### config.mk
export PLATFORM = sky130hd
export DESIGN_NAME = asram_ctrl
export DESIGN_NICKNAME = d
export VERILOG_FILES = /design/src/rtl/asram_pkg.sv /design/src/rtl/asram_win_timer.sv /design/src/rtl/asram_seq.sv /design/src/rtl/asram_ctrl.sv
export SDC_FILE = /design/constraint.sdc
export NUM_CORES = 1
export LEC_CHECK = 0
export BUFFER_PORTS_ARGS = -buffer_cell sky130_fd_sc_hd__buf_2
export CORE_MARGIN = 5
export CORE_UTILIZATION = 45
export DETAILED_ROUTE_END_ITERATION = 16
export PLACE_DENSITY = 0.83
export SLEW_MARGIN = 20
export SYNTH_ARGS = -nofsm -noshare
export SYNTH_HDL_FRONTEND = slang
export SYNTH_HIERARCHICAL = 1
export SYNTH_SLANG_ARGS = --single-unit
### constraint.sdc
create_clock -name clk -period 1.7 [get_ports clk]
set_clock_uncertainty 0.05 [all_clocks]
set_input_delay 0.085 -clock clk [delete_from_list [all_inputs] [get_ports clk]]
set_output_delay 0.085 -clock clk [all_outputs]
set_load 0.05 [all_outputs]
### src/rtl/asram_pkg.sv
package asram_pkg;
  typedef enum logic [2:0] {
    ST_IDLE    = 3'd0,
    ST_WSETUP  = 3'd1,
    ST_WSTROBE = 3'd2,
    ST_WHOLD   = 3'd3,
    ST_RACCESS = 3'd4
  } asram_state_e;
endpackage

### src/rtl/asram_win_timer.sv
module asram_win_timer #(
  parameter int CW = 2
) (
  input  logic          clk,
  input  logic          rst,
  input  logic          load,
  input  logic [CW-1:0] load_val,
  output logic          expired
);
  logic [CW-1:0] cnt;

  always_ff @(posedge clk) begin
    if (rst)              cnt <= '0;
    else if (load)        cnt <= load_val;
    else if (cnt != '0)   cnt <= cnt - 1'b1;
  end

  assign expired = (cnt == '0);

  // a loaded window counts down by exactly one each cycle
  p_count_down_r3: assert property (@(posedge clk) disable iff (rst)
    (!load && !expired) |=> (cnt == $past(cnt) - 1'b1));
endmodule

### src/rtl/asram_seq.sv
module asram_seq
  import asram_pkg::*;
#(
  parameter int ADDR_W     = 18,
  parameter int DATA_W     = 16,
  parameter int SETUP_CYC  = 1,
  parameter int PULSE_CYC  = 1,
  parameter int HOLD_CYC   = 1,
  parameter int ACCESS_CYC = 2,
  parameter int CW         = 2
) (
  input  logic              clk,
  input  logic              rst,
  input  logic              req_valid,
  input  logic              req_write,
  input  logic [ADDR_W-1:0] req_addr,
  input  logic [DATA_W-1:0] req_wdata,
  output logic              req_ready,
  output logic              rsp_valid,
  output logic [DATA_W-1:0] rsp_rdata,
  input  logic              tmr_expired,
  output logic              tmr_load,
  output logic [CW-1:0]     tmr_val,
  output logic [ADDR_W-1:0] sram_addr,
  output logic              sram_we_n,
  output logic              sram_oe_n,
  output logic [DATA_W-1:0] sram_dq_out,
  output logic              sram_dq_oe,
  input  logic [DATA_W-1:0] sram_dq_in
);
  localparam logic [CW-1:0] SETUP_LD  = CW'(SETUP_CYC - 1);
  localparam logic [CW-1:0] PULSE_LD  = CW'(PULSE_CYC - 1);
  localparam logic [CW-1:0] HOLD_LD   = CW'(HOLD_CYC - 1);
  localparam logic [CW-1:0] ACCESS_LD = CW'(ACCESS_CYC - 1);

  asram_state_e state, nxt;
  logic         rd_done;

  always_comb begin
    nxt      = state;
    tmr_load = 1'b0;
    tmr_val  = '0;
    case (state)
      ST_IDLE: if (req_valid) begin
        tmr_load = 1'b1;
        if (req_write) begin nxt = ST_WSETUP;  tmr_val = SETUP_LD;  end
        else           begin nxt = ST_RACCESS; tmr_val = ACCESS_LD; end
      end
      ST_WSETUP:  if (tmr_expired) begin
        nxt = ST_WSTROBE; tmr_load = 1'b1; tmr_val = PULSE_LD;
      end
      ST_WSTROBE: if (tmr_expired) begin
        nxt = ST_WHOLD; tmr_load = 1'b1; tmr_val = HOLD_LD;
      end
      ST_WHOLD:   if (tmr_expired) nxt = ST_IDLE;
      ST_RACCESS: if (tmr_expired) nxt = ST_IDLE;
      default:    nxt = ST_IDLE;
    endcase
  end

  assign rd_done = (state == ST_RACCESS) && tmr_expired;

  always_ff @(posedge clk) begin
    if (rst) begin
      state       <= ST_IDLE;
      req_ready   <= 1'b1;
      sram_we_n   <= 1'b1;
      sram_oe_n   <= 1'b1;
      sram_dq_oe  <= 1'b0;
      sram_addr   <= '0;
      sram_dq_out <= '0;
      rsp_valid   <= 1'b0;
      rsp_rdata   <= '0;
    end else begin
      state      <= nxt;
      req_ready  <= (nxt == ST_IDLE);
      sram_we_n  <= (nxt != ST_WSTROBE);
      sram_oe_n  <= (nxt != ST_RACCESS);
      sram_dq_oe <= (nxt == ST_WSETUP) || (nxt == ST_WSTROBE) || (nxt == ST_WHOLD);
      rsp_valid  <= rd_done;
      if (rd_done) rsp_rdata <= sram_dq_in;
      if (state == ST_IDLE && req_valid) begin
        sram_addr   <= req_addr;
        sram_dq_out <= req_wdata;
      end
    end
  end

  p_strobe_excl_r7: assert property (@(posedge clk) disable iff (rst)
    !(!sram_we_n && !sram_oe_n));
  p_no_contention_r7: assert property (@(posedge clk) disable iff (rst)
    !(sram_dq_oe && !sram_oe_n));
  p_we_gap_r8: assert property (@(posedge clk) disable iff (rst)
    $fell(sram_we_n) |-> $past(sram_oe_n));
  p_oe_gap_r8: assert property (@(posedge clk) disable iff (rst)
    $fell(sram_oe_n) |-> $past(sram_we_n));
  p_we_setup_r3: assert property (@(posedge clk) disable iff (rst)
    $fell(sram_we_n) |-> ($past(sram_dq_oe) && $stable(sram_addr) && $stable(sram_dq_out)));
  p_we_hold_r4: assert property (@(posedge clk) disable iff (rst)
    $rose(sram_we_n) |-> (sram_dq_oe && $stable(sram_addr) && $stable(sram_dq_out)));
  p_rsp_pulse_r6: assert property (@(posedge clk) disable iff (rst)
    rsp_valid |=> !rsp_valid);
  p_busy_after_accept_r2: assert property (@(posedge clk) disable iff (rst)
    (req_valid && req_ready) |=> !req_ready);
endmodule

### src/rtl/asram_ctrl.sv
module asram_ctrl #(
  parameter int ADDR_W     = 18,
  parameter int DATA_W     = 16,
  parameter int SETUP_CYC  = 1,
  parameter int PULSE_CYC  = 1,
  parameter int HOLD_CYC   = 1,
  parameter int ACCESS_CYC = 2
) (
  input  logic              clk,
  input  logic              rst,
  input  logic              req_valid,
  output logic              req_ready,
  input  logic              req_write,
  input  logic [ADDR_W-1:0] req_addr,
  input  logic [DATA_W-1:0] req_wdata,
  output logic              rsp_valid,
  output logic [DATA_W-1:0] rsp_rdata,
  output logic [ADDR_W-1:0] sram_addr,
  output logic              sram_we_n,
  output logic              sram_oe_n,
  output logic [DATA_W-1:0] sram_dq_out,
  output logic              sram_dq_oe,
  input  logic [DATA_W-1:0] sram_dq_in
);
  localparam int MAX_A  = (SETUP_CYC > PULSE_CYC) ? SETUP_CYC : PULSE_CYC;
  localparam int MAX_B  = (HOLD_CYC > ACCESS_CYC) ? HOLD_CYC : ACCESS_CYC;
  localparam int MAX_WN = (MAX_A > MAX_B) ? MAX_A : MAX_B;
  localparam int CW     = (MAX_WN > 1) ? $clog2(MAX_WN) : 1;

  logic          tmr_expired;
  logic          tmr_load;
  logic [CW-1:0] tmr_val;

  asram_win_timer #(.CW(CW)) u_timer (
    .clk      (clk),
    .rst      (rst),
    .load     (tmr_load),
    .load_val (tmr_val),
    .expired  (tmr_expired)
  );

  asram_seq #(
    .ADDR_W(ADDR_W), .DATA_W(DATA_W), .SETUP_CYC(SETUP_CYC),
    .PULSE_CYC(PULSE_CYC), .HOLD_CYC(HOLD_CYC), .ACCESS_CYC(ACCESS_CYC), .CW(CW)
  ) u_seq (
    .clk         (clk),
    .rst         (rst),
    .req_valid   (req_valid),
    .req_write   (req_write),
    .req_addr    (req_addr),
    .req_wdata   (req_wdata),
    .req_ready   (req_ready),
    .rsp_valid   (rsp_valid),
    .rsp_rdata   (rsp_rdata),
    .tmr_expired (tmr_expired),
    .tmr_load    (tmr_load),
    .tmr_val     (tmr_val),
    .sram_addr   (sram_addr),
    .sram_we_n   (sram_we_n),
    .sram_oe_n   (sram_oe_n),
    .sram_dq_out (sram_dq_out),
    .sram_dq_oe  (sram_dq_oe),
    .sram_dq_in  (sram_dq_in)
  );
endmodule

==> impl_metrics.csv <==
group,metric,value,unit
layout,regArea,0.001181,sq mm
yosys,yosys-top-cells-area,"dfxtp_1, nand2_1, a21oi_1",
clock_tree,clk_latency,0.32,ns
clock_tree,cts_tree,"built",
place,postPlaceCellArea,0.002760,sq mm
min_path,hold_end,"u_timer/cnt",
setup_path,reg2reg_depth,4,
clock_tree,root_buffer,"clkbuf_8",
yosys,synth.top_cell.area_share,0.5361,
drt,drc_errors,0,
setup_path,timing.critical_path.arrival,1.67,ns
drt,first_iter_violations,113,
die,io_pins,109,
pwr,power_density,1146,mW/mm^2
clock_tree,numCtsBuffers,9,
global_route,grt_pass1_vias,2282,
layout,layout.nets,475,
layout,drive_gt1_frac,0.3129,
yosys,synth_top_cell_by_area,"dfxtp_1",
sta,timing.final.crit_share,0.8732,
job,cap_violations,0,
sta,setup_viol,0,
yosys,avgSynthCellArea,8.283,sq um
drt,wl_per_cell,13.79,um
clock_tree,ctsResizeCount,0,
yosys,yosysUniqueCellTypes,30,
pwr,power_switching,1.397,mW
yosys,synth_nets,320,
min_path,hold_path_depth,3,
place,place_ws,0.2636,ns
layout,fill_cells,325,
sta,relSlewSlack,0.7410,
place,place_hpwl,3.963,mm
pwr,p_clk_frac,0.290,
setup_path,timing.rr.end,"u_seq/rsp_rdata[8]",
layout,fin_area,0.003442,sq mm
yosys,synth-seq-area-share,0.5361,
yosys,syn-instance-count,266,
sta,finalSetupTns,0,ns
clock_tree,path_clk_slew,0.06,ns
setup_path,critPathCaptureType,"register",
pwr,p_int,2.548,mW
drt,antenna_left,0,
global_route,grt_pass1_wl,10.91,mm
layout,area_growth,56.22,%
sta,fin_hold_ws,0.07310,ns
pwr,irDropWorstVdd,0.6718,mV
setup_path,required,1.89,ns
pwr,combPwrFrac,0.308,
sta,finalHoldViolations,0,
place,io_buffers,108,
sta,fmax,673.7,MHz
die,die_h,79.98,um
setup_path,startpoint_type,"register",
die,core,0.004723,sq mm
sta,tightest_slew,0.3885,ns
global_route,grt_max_degree,38,
global_route,grt.total_usage,0.2211,
die,rows,25,
sta,fin_ws,0.2156,ns
die,die_x,79.98,um
pwr,seqPwrFrac,0.402,
pwr,p_leak,1.598,nW
place,dp_cells,427,
yosys,ys_seq_elements,59,
pwr,p_sw_frac,0.3542,
global_route,antenna_found_initial,0,
clock_tree,numClockSinks,59,
min_path,hp-class,"in -> reg",
layout,multi_input_area,860.8,sq um
die,start_util,0.4665,
setup_path,worstSetupPathType,"reg -> reg",
drt,dr.pass1.iters,4,
sta,min_period,1.484,ns
clock_tree,h-tree-depth,3,
global_route,overflow,0,
yosys,synth-warning-count,6,
drt,vias,2365,
setup_path,path_max_fanout,16,
status,run_status,"finished clean",
setup_path,r2r_start,"u_seq/state[2]",
setup_path,r2r_slack,0.22,ns
sta,rsz0062_at_grt,"false",
die,die_area,0.006396,sq mm
pwr,finalPower,3.946,mW
drt,drt-total-wl,6.798,mm
layout,layout.cells.non_filler,493,
drt,viasPerCell,4.797,
sta,slew_violations,0,
layout,fin_util,0.7287,
place,gp_congestion,0.7479,
clock_tree,clockBufferDepth,2,
yosys,synth_area,0.002203,sq mm
min_path,hold_start,"req_write",
-- cell usage after synthesis --
library cell / instances
a21o_1: 1
a21oi_1: 52
a22o_1: 1
and2_1: 1
and3_1: 1
and3b_1: 1
and4bb_2: 1
buf_2: 5
buf_6: 5
buf_8: 3
clkbuf_1: 7
clkbuf_2: 1
dfxtp_1: 59
inv_1: 1
nand2_1: 104
nand2_2: 1
nand2b_1: 1
nand3_1: 1
nand3b_1: 1
nand4bb_1: 1
nor2_1: 6
nor3_1: 1
nor3b_1: 1
nor4b_4: 1
o211a_1: 1
o21ai_0: 4
or2b_1: 1
or3b_2: 1
or4b_1: 1
xor2_1: 1
-- cells by family after synthesis --
| group | share of synthesized area |
|---|---|
| AOI/OAI and AO/OA | 0.1391 |
| xor gates and xnor gates | 0.003976 |
| buffers and inverters | 0.07325 |
| DFF | 0.5361 |
| and+or+nand+nor | 0.2476 |
-- power by group through the flow --
stage	combinational [mW]	sequential, mW	clock (mW)
5_1_grt	1.30	1.60	1.25
3_5_place_dp	1.12	1.61	0
3_3_place_gp	1.10	1.61	0
4_1_cts	1.20	1.58	1.18
2_1_floorplan	0.441	2.04	0
6_report	1.22	1.59	1.14
-- flip-flops by register name, summed over array words and instances, names as in the netlist --
signal / flops
u_seq/sram_oe_n: 1
u_seq/sram_dq_out: 16
u_seq/sram_addr: 18
u_seq/sram_we_n: 1
u_seq/sram_dq_oe: 1
u_seq/rsp_valid: 1
u_timer/cnt: 1
u_seq/req_ready: 1
u_seq/rsp_rdata: 16
u_seq/state: 3
-- worst max-delay path by stage --
stage	endpoint	slack [ns]	start	cells past startpoint
4_1_cts	u_timer/cnt	0.25	u_seq/state[2]	4
2_1_floorplan	u_timer/cnt	0.22	u_seq/state[2]	6
6_report	u_seq/rsp_rdata[8]	0.22	u_seq/state[2]	4
3_5_place_dp	u_timer/cnt	0.26	u_seq/state[2]	4
3_3_place_gp	u_timer/cnt	0.30	u_seq/state[2]	4
5_1_grt	u_seq/rsp_rdata[1]	0.12	u_seq/state[2]	4
-- area by class of cell --
cell class / instances / area share
clock inverter: 2 / 0.002908
antenna: 1 / 0.0007270
clock buffer: 13 / 0.04907
tap: 67 / 0.02435
timing repair buffer: 165 / 0.3286
sequential: 59 / 0.3431
inverter: 1 / 0.001091
multi-input combinational: 185 / 0.2501
-- cell usage in the layout, fill, tap and decap left out, types with 2 or more instances in the layout --
master / instances
buf_12: 3
clkinv_2: 2
nor2_1: 6
buf_4: 4
dfxtp_1: 59
o21ai_0: 4
a21oi_1: 52
buf_2: 108
clkbuf_8: 12
dlygate4sd3_1: 50
nand2_1: 104
-- layer usage --
| layer | routed length, um | vias up | global-route usage |
|---|---|---|---|
| met2 | 3434 | 106 | 0.3709 |
| met1 | 2777 | 1083 | 0.2582 |
| li1 | - | 1168 | - |
| met5 | 0 | - | 0 |
| met4 | 94 | 0 | 0.1199 |
| met3 | 492 | 8 | 0.05192 |
-- worst max-delay path: stages (launching register included) --
cell and delay, ns:
dfxtp_1 0.43, buf_4 0.18, and4bb_2 0.45, nand2_1 0.12, a21oi_1 0.18
-- repair_timing --
item	4_1_cts	5_1_grt
endpoints found under the hold margin	50	0
buffers inserted	0	0
endpoints found under the setup margin	0	0
hold buffers	50	0
No activity file was read; power rests on OpenSTA's default activity.
